--- config.mk ---
export PLATFORM = sky130hd
export DESIGN_NAME = dma_lane_xform
export DESIGN_NICKNAME = d
export VERILOG_FILES = /design/src/rtl/dlx_pkg.sv /design/src/rtl/dlx_lane_xform.sv /design/src/rtl/dlx_csum_acc.sv /design/src/rtl/dma_lane_xform.sv
export SDC_FILE = /design/constraint.sdc
export NUM_CORES = 1
export LEC_CHECK = 0
export BUFFER_PORTS_ARGS = -buffer_cell sky130_fd_sc_hd__buf_2
export CORE_ASPECT_RATIO = 0.5
export CORE_MARGIN = 10
export CORE_UTILIZATION = 45
export DETAILED_ROUTE_END_ITERATION = 10
export GPL_TIMING_DRIVEN = 0
export HOLD_SLACK_MARGIN = 0.05
export PLACE_DENSITY_LB_ADDON = 0.2
export SYNTH_ARGS = -nofsm -noshare
export SYNTH_HDL_FRONTEND = slang
export SYNTH_HIERARCHICAL = 1
export SYNTH_SLANG_ARGS = --single-unit
--- constraint.sdc ---
create_clock -name clk -period 26.9 [get_ports clk]
set_input_delay 6.725 -clock clk [delete_from_list [all_inputs] [get_ports clk]]
set_output_delay 6.725 -clock clk [all_outputs]
set_load 0.1 [all_outputs]
--- src/rtl/dlx_pkg.sv ---
package dlx_pkg;
  localparam int LANES  = 4;
  localparam int BYTE_W = 8;
  localparam int WORD_W = LANES * BYTE_W;
  localparam int HALF_W = WORD_W / 2;

  typedef enum logic [1:0] {
    LANE_KEEP = 2'd0, LANE_REV4 = 2'd1, LANE_HALFSWAP = 2'd2, LANE_PAIRSWAP = 2'd3
  } lane_mode_e;

  typedef enum logic [2:0] {
    CK_NONE = 3'd0, CK_CRC16 = 3'd1, CK_CCITT = 3'd2, CK_CRC32 = 3'd3,
    CK_INET = 3'd4, CK_RSV5 = 3'd5, CK_RSV6 = 3'd6, CK_RSV7 = 3'd7
  } ck_mode_e;

  typedef struct packed {
    ck_mode_e   ck;
    logic       mirror;
    lane_mode_e lane;
  } func_t;

  function automatic logic [BYTE_W-1:0] flip8(input logic [BYTE_W-1:0] b);
    logic [BYTE_W-1:0] r;
    for (int i = 0; i < BYTE_W; i++) r[i] = b[BYTE_W-1-i];
    return r;
  endfunction

  function automatic logic [WORD_W-1:0] permute(input lane_mode_e m, input logic [WORD_W-1:0] w);
    logic [WORD_W-1:0] r;
    for (int j = 0; j < LANES; j++) begin
      int src;
      case (m)
        LANE_REV4:     src = LANES - 1 - j;
        LANE_HALFSWAP: src = (j + LANES/2) % LANES;
        LANE_PAIRSWAP: src = (j % 2 == 0) ? j + 1 : j - 1;
        default:       src = j;
      endcase
      r[j*BYTE_W +: BYTE_W] = w[src*BYTE_W +: BYTE_W];
    end
    return r;
  endfunction

  function automatic logic [WORD_W-1:0] ck_seed(input ck_mode_e c);
    case (c)
      CK_CCITT: return 32'h0000_FFFF;
      CK_CRC32: return 32'hFFFF_FFFF;
      default:  return '0;
    endcase
  endfunction

  function automatic logic [WORD_W-1:0] crc_byte(input ck_mode_e c, input logic [WORD_W-1:0] acc,
                                                 input logic [BYTE_W-1:0] b);
    logic [HALF_W-1:0] h;
    logic [WORD_W-1:0] x;
    logic fb;
    h = acc[HALF_W-1:0];
    x = acc;
    case (c)
      CK_CRC16, CK_CCITT: begin
        for (int i = BYTE_W-1; i >= 0; i--) begin
          fb = h[HALF_W-1] ^ b[i];
          h  = {h[HALF_W-2:0], 1'b0} ^ (fb ? ((c == CK_CRC16) ? 16'h8005 : 16'h1021) : 16'h0);
        end
        return {{(WORD_W-HALF_W){1'b0}}, h};
      end
      CK_CRC32: begin
        for (int i = 0; i < BYTE_W; i++) begin
          fb = x[0] ^ b[i];
          x  = (x >> 1) ^ (fb ? 32'hEDB8_8320 : 32'h0);
        end
        return x;
      end
      default: return acc;
    endcase
  endfunction

  function automatic logic [HALF_W-1:0] ones_add(input logic [HALF_W-1:0] a, input logic [HALF_W-1:0] v);
    logic [HALF_W:0] s;
    s = {1'b0, a} + {1'b0, v};
    return s[HALF_W-1:0] + {{(HALF_W-1){1'b0}}, s[HALF_W]};
  endfunction

  function automatic int size_bytes(input logic [1:0] sz);
    return (sz == 2'd0) ? 1 : (sz == 2'd1) ? 2 : LANES;
  endfunction

  function automatic logic [WORD_W-1:0] fold(input ck_mode_e c, input logic [WORD_W-1:0] acc,
                                             input logic [WORD_W-1:0] w, input logic [1:0] sz);
    logic [WORD_W-1:0] a;
    logic [HALF_W-1:0] s;
    a = acc;
    if (c == CK_INET) begin
      s = acc[HALF_W-1:0];
      if (sz == 2'd0)      s = ones_add(s, {w[BYTE_W-1:0], {BYTE_W{1'b0}}});
      else if (sz == 2'd1) s = ones_add(s, w[HALF_W-1:0]);
      else                 s = ones_add(ones_add(s, w[WORD_W-1:HALF_W]), w[HALF_W-1:0]);
      a = {{(WORD_W-HALF_W){1'b0}}, s};
    end else begin
      for (int k = LANES-1; k >= 0; k--)
        if (k < size_bytes(sz)) a = crc_byte(c, a, w[k*BYTE_W +: BYTE_W]);
    end
    return a;
  endfunction
endpackage

--- src/rtl/dlx_lane_xform.sv ---
module dlx_lane_xform
  import dlx_pkg::*;
(
  input  func_t              fn,
  input  logic [WORD_W-1:0]  din,
  output logic [WORD_W-1:0]  dout
);
  logic [WORD_W-1:0] perm_w;

  assign perm_w = permute(fn.lane, din);

  for (genvar g = 0; g < LANES; g++) begin : g_lane
    assign dout[g*BYTE_W +: BYTE_W] = fn.mirror ? flip8(perm_w[g*BYTE_W +: BYTE_W])
                                                : perm_w[g*BYTE_W +: BYTE_W];
  end
endmodule

--- src/rtl/dlx_csum_acc.sv ---
module dlx_csum_acc
  import dlx_pkg::*;
(
  input  logic              clk,
  input  logic              rst_n,
  input  ck_mode_e          ck,
  input  logic              restart,
  input  logic              beat,
  input  logic [WORD_W-1:0] word,
  input  logic [1:0]        size,
  output logic [WORD_W-1:0] acc_q
);
  logic [WORD_W-1:0] seed_w, base_w, next_w;

  assign seed_w = ck_seed(ck);
  assign base_w = restart ? seed_w : acc_q;
  assign next_w = beat ? fold(ck, base_w, word, size) : base_w;

  always_ff @(posedge clk or negedge rst_n) begin
    if (!rst_n) acc_q <= '0;
    else        acc_q <= next_w;
  end

  // a restart with no beat leaves exactly the seed
  p_seed_load_r6: assert property (@(posedge clk) disable iff (!rst_n)
    restart && !beat |=> acc_q == $past(seed_w));

  // a beat under no checksum leaves the accumulator alone
  p_none_hold_r12: assert property (@(posedge clk) disable iff (!rst_n)
    !restart && beat && (ck == CK_NONE) |=> $stable(acc_q));

  // CRC-16 keeps the upper half clear after a seed load
  p_crc16_width_r7: assert property (@(posedge clk) disable iff (!rst_n)
    restart && (ck == CK_CRC16) |=> acc_q[WORD_W-1:HALF_W] == '0);
endmodule

--- src/rtl/dma_lane_xform.sv ---
module dma_lane_xform
  import dlx_pkg::*;
(
  input  logic        clk,
  input  logic        rst_n,
  input  logic        start,
  input  logic [5:0]  func_sel,
  input  logic        restart,
  input  logic        in_valid,
  output logic        in_ready,
  input  logic [31:0] in_data,
  input  logic [1:0]  in_size,
  output logic        out_valid,
  input  logic        out_ready,
  output logic [31:0] out_data,
  output logic [1:0]  out_size,
  output logic [31:0] csum_out
);
  func_t             mode_q, eff_w;
  logic              beat_w, stall_w;
  logic [WORD_W-1:0] xf_w, acc_w;

  assign eff_w    = start ? func_t'(func_sel) : mode_q;
  assign stall_w  = out_valid && !out_ready;
  assign in_ready = !stall_w;
  assign beat_w   = in_valid && in_ready;

  always_ff @(posedge clk or negedge rst_n) begin
    if (!rst_n) mode_q <= '0;
    else if (start) mode_q <= func_t'(func_sel);
  end

  dlx_lane_xform u_xf (.fn(eff_w), .din(in_data), .dout(xf_w));

  always_ff @(posedge clk or negedge rst_n) begin
    if (!rst_n) begin
      out_valid <= 1'b0;
      out_data  <= '0;
      out_size  <= '0;
    end else if (beat_w) begin
      out_valid <= 1'b1;
      out_data  <= xf_w;
      out_size  <= in_size;
    end else if (out_ready) begin
      out_valid <= 1'b0;
    end
  end

  dlx_csum_acc u_acc (
    .clk(clk), .rst_n(rst_n), .ck(eff_w.ck), .restart(restart),
    .beat(beat_w), .word(xf_w), .size(in_size), .acc_q(acc_w)
  );

  assign csum_out = (mode_q.ck == CK_CRC32) ? ~acc_w : acc_w;

  // a stalled output beat holds still
  p_hold_out_r4: assert property (@(posedge clk) disable iff (!rst_n)
    out_valid && !out_ready |=> out_valid && $stable(out_data) && $stable(out_size));

  // nothing is taken while the output is blocked
  p_no_take_r4: assert property (@(posedge clk) disable iff (!rst_n)
    stall_w |-> !beat_w);

  // the latched function moves only on start
  p_mode_hold_r5: assert property (@(posedge clk) disable iff (!rst_n)
    !start |=> $stable(mode_q));
endmodule

==> impl_results.md <==
* Outcome: completed
* H-tree Lvls at 3
* First-pass DRT Iterations at 6
* Via count at 16460
* CP endpoint kind: flop
* Crit-path slowest cell: a21oi_1
* CTS root buf: clkbuf_16
* Count of pins over their slew limit at 0
* Layout area overhead at 8.774%
* Hpwl dp at 58.04 mm
* Chip width at 302.3 um
* Clock latency on the worst-skew pair at 0.36 ns
* Cells after synthesis at 2017
* R2R Setup Slk at 16.09 ns
* Routed WL per cell at 26.80 um
* TritonCTS Buffers at 9
* Share of layout cells above drive strength 1 at 0.2060
* Drt total wl at 71.72 mm
* Iter 0 DRT Violations at 2094
* Gr usage total at 0.2853
* Final setup skew at 0.01388 ns
* Non-filler instance count after layout at 2676
* CP max stage delay at 0.65 ns
* # fillers at 3770
* Req. time, crit path at 27.07 ns
* Slew HR at 0.2433
* Gpl congestion at 1.042
* Cell row count at 51
* First-pass GRT wire length at 105.1 mm
* Critical path class: in -> reg
* Number of antenna cells inserted at 0
* Post-DR vias/cell at 6.149
* CTS tree: built
* Net Count, Synth at 2135
* Core area at 39120 sq um
* Sink Count at 73
* HP Class: reg -> reg
* PortBufs at 111
* Max Freq at 0.05785 GHz
* Initial Utilization at 0.4582
* Vias in the first global route at 15550
* Clk slew on worst S/H paths at 0.06 ns
* Setup TNS at 0 ns
* Slew of the pin with the lowest slew margin at 1.135 ns
* Die area at 48700 sq um
* Pre-CTS setup slack at 9.662 ns
* Hold Buf Count CTS at 0
* #FFs+latches synth at 73
* Post-synth EDFFs at 0
* Nets@finish at 2259
* Chip height at 161.1 um
* Unrepaired setup endpoints after global routing: false
* Crit start category: input port
* Initial antenna violation count at 0
* Maxcap violations at 0
* Residual DRC at 0
* Top FF cell, synth: dfrtp_1
* Synth unique cells at 127
* Ys async rst share at 1.000
* Synthesized area at 17920 sq um
* CP arrival at 17.46 ns
* CTS resizes at 0
* Tmin final at 17.29 ns
* Final setup viols at 0
* Max FO, Critical Path at 10
* DRT antenna net count at 0
* Final period util at 0.6426
* Syn Area/Cell at 8.887 sq um
* Syn. warnings at 6
* Fin worst setup slack at 9.613 ns
* Io pins at 114
* Max Root-Sink Buffers at 2
* Fin. Hold Viols at 0
* Sequential-to-total area share from yosys stat at 0.1019
* Largest net degree at the start of global routing at 55
* Inst Count DP at 2660
* Overflow after GRT at 0
* Post-CTS Setup Bufs at 0
[cells in the final DEF (no fill, tap or decap), types with 15 or more instances in the layout]
| master | count |
|---|---|
| xnor2_1 | 339 |
| xor2_1 | 155 |
| nor2_1 | 154 |
| a21oi_1 | 143 |
| buf_2 | 127 |
| nand2_1 | 111 |
| o21ai_0 | 90 |
| dfrtp_1 | 73 |
| ha_1 | 68 |
| clkbuf_1 | 47 |
| inv_1 | 47 |
| mux2_4 | 47 |
| nand3_1 | 40 |
| mux2_2 | 35 |
| xnor3_1 | 32 |
| mux4_2 | 32 |
| o22ai_1 | 30 |
| xnor2_2 | 29 |
| a21o_1 | 28 |
| nor2b_1 | 26 |
| nor3_1 | 24 |
| o21bai_1 | 23 |
| a22oi_1 | 20 |
| a211oi_1 | 20 |
| clkbuf_8 | 18 |
| and2_1 | 17 |
| nand2b_1 | 16 |
| buf_6 | 15 |
| o21ai_1 | 15 |
[critical path: cells and delay by family]
family / cells / cell delay, ns
multiplexers: 1 / 0.46
AO/OA/AOI/OAI: 28 / 5.62
XOR/XNOR: 2 / 0.36
buffers and inverters: 4 / 1.01
adder cells (fa/ha/maj): 7 / 1.95
AND/OR/NAND/NOR: 12 / 1.28
[synthesized netlist by cell type, types with 24 or more instances]
library cell,n,area share
xnor2_1,339,0.17
xor2_1,155,0.076
nor2_1,154,0.032
a21oi_1,143,0.040
nand2_1,111,0.023
o21ai_0,90,0.025
dfrtp_1,73,0.10
ha_1,68,0.047
clkbuf_1,47,0.0098
inv_1,47,0.0098
mux2_4,47,0.039
nand3_1,40,0.011
mux2_2,35,0.022
mux4_2,32,0.040
xnor3_1,32,0.040
o22ai_1,30,0.010
xnor2_2,29,0.026
a21o_1,28,0.012
nor2b_1,26,0.0091
nor3_1,24,0.0067
[cells by family (layout without fill, tap and decap cells)]
logic type / count (synthesis) / after routing / share of synthesized area
compound gates: 503 / 503 / 0.1929
xor+xnor: 583 / 583 / 0.3455
fa+ha+maj: 76 / 76 / 0.05417
buf+inv: 171 / 300 / 0.06226
flops: 73 / 73 / 0.1019
mux: 129 / 129 / 0.1101
simple gates: 482 / 482 / 0.1331
[registers in the layout (all words and copies together), names as in the netlist]
name,count
mode_q,6
out_data,32
out_size,2
out_valid,1
u_acc/acc_q,32
[final timing paths]
path	from	end	depth (start not counted)
worst max-delay path	start	u_acc/acc_q[8]	54
max in group asynchronous	rst_n	u_acc/acc_q[25]	2
worst max register to register	mode_q[4]	u_acc/acc_q[8]	53
worst min-delay path	out_size[1]	out_size[1]	1
min in group asynchronous	rst_n	out_data[12]	1
worst min register to register	out_size[1]	out_size[1]	1
[layer usage]
metal,vias up,GRT usage,part of all wire
met2,956,0.4202,0.41
met3,141,0.09034,0.13
met5,-,0,0
met1,7978,0.3940,0.43
li1,7381,-,-
met4,0,0.07553,0.029
[layout make-up]
cell class / instances / area [sq um] / area share
clock buffers: 9 / 225.2 / 0.01155
clock inverters: 7 / 82.58 / 0.004235
well taps: 530 / 663.1 / 0.03401
flip-flops and latches: 73 / 1827 / 0.09369
repair buffers: 113 / 596.8 / 0.03061
plain buffers: 121 / 923.4 / 0.04736
multi-input cells: 1773 / 14990 / 0.7687
inverters: 50 / 192.7 / 0.009883
[metrics by stage]
stage	hold WS [ns]	cell area (sq um)	utilization
4_1_cts	0.5095	19500	0.4984
5_1_grt	0.5207	19500	0.4984
3_5_place_dp	0.4893	19190	0.4906
6_report	0.5060	19500	0.4984
2_1_floorplan	0.4855	17920	-
3_3_place_gp	0.4843	19140	0.4894
Power is left out: the tool's default activity adds up to more than one toggle a clock period on the data nets, which glitch-free logic cannot reach.
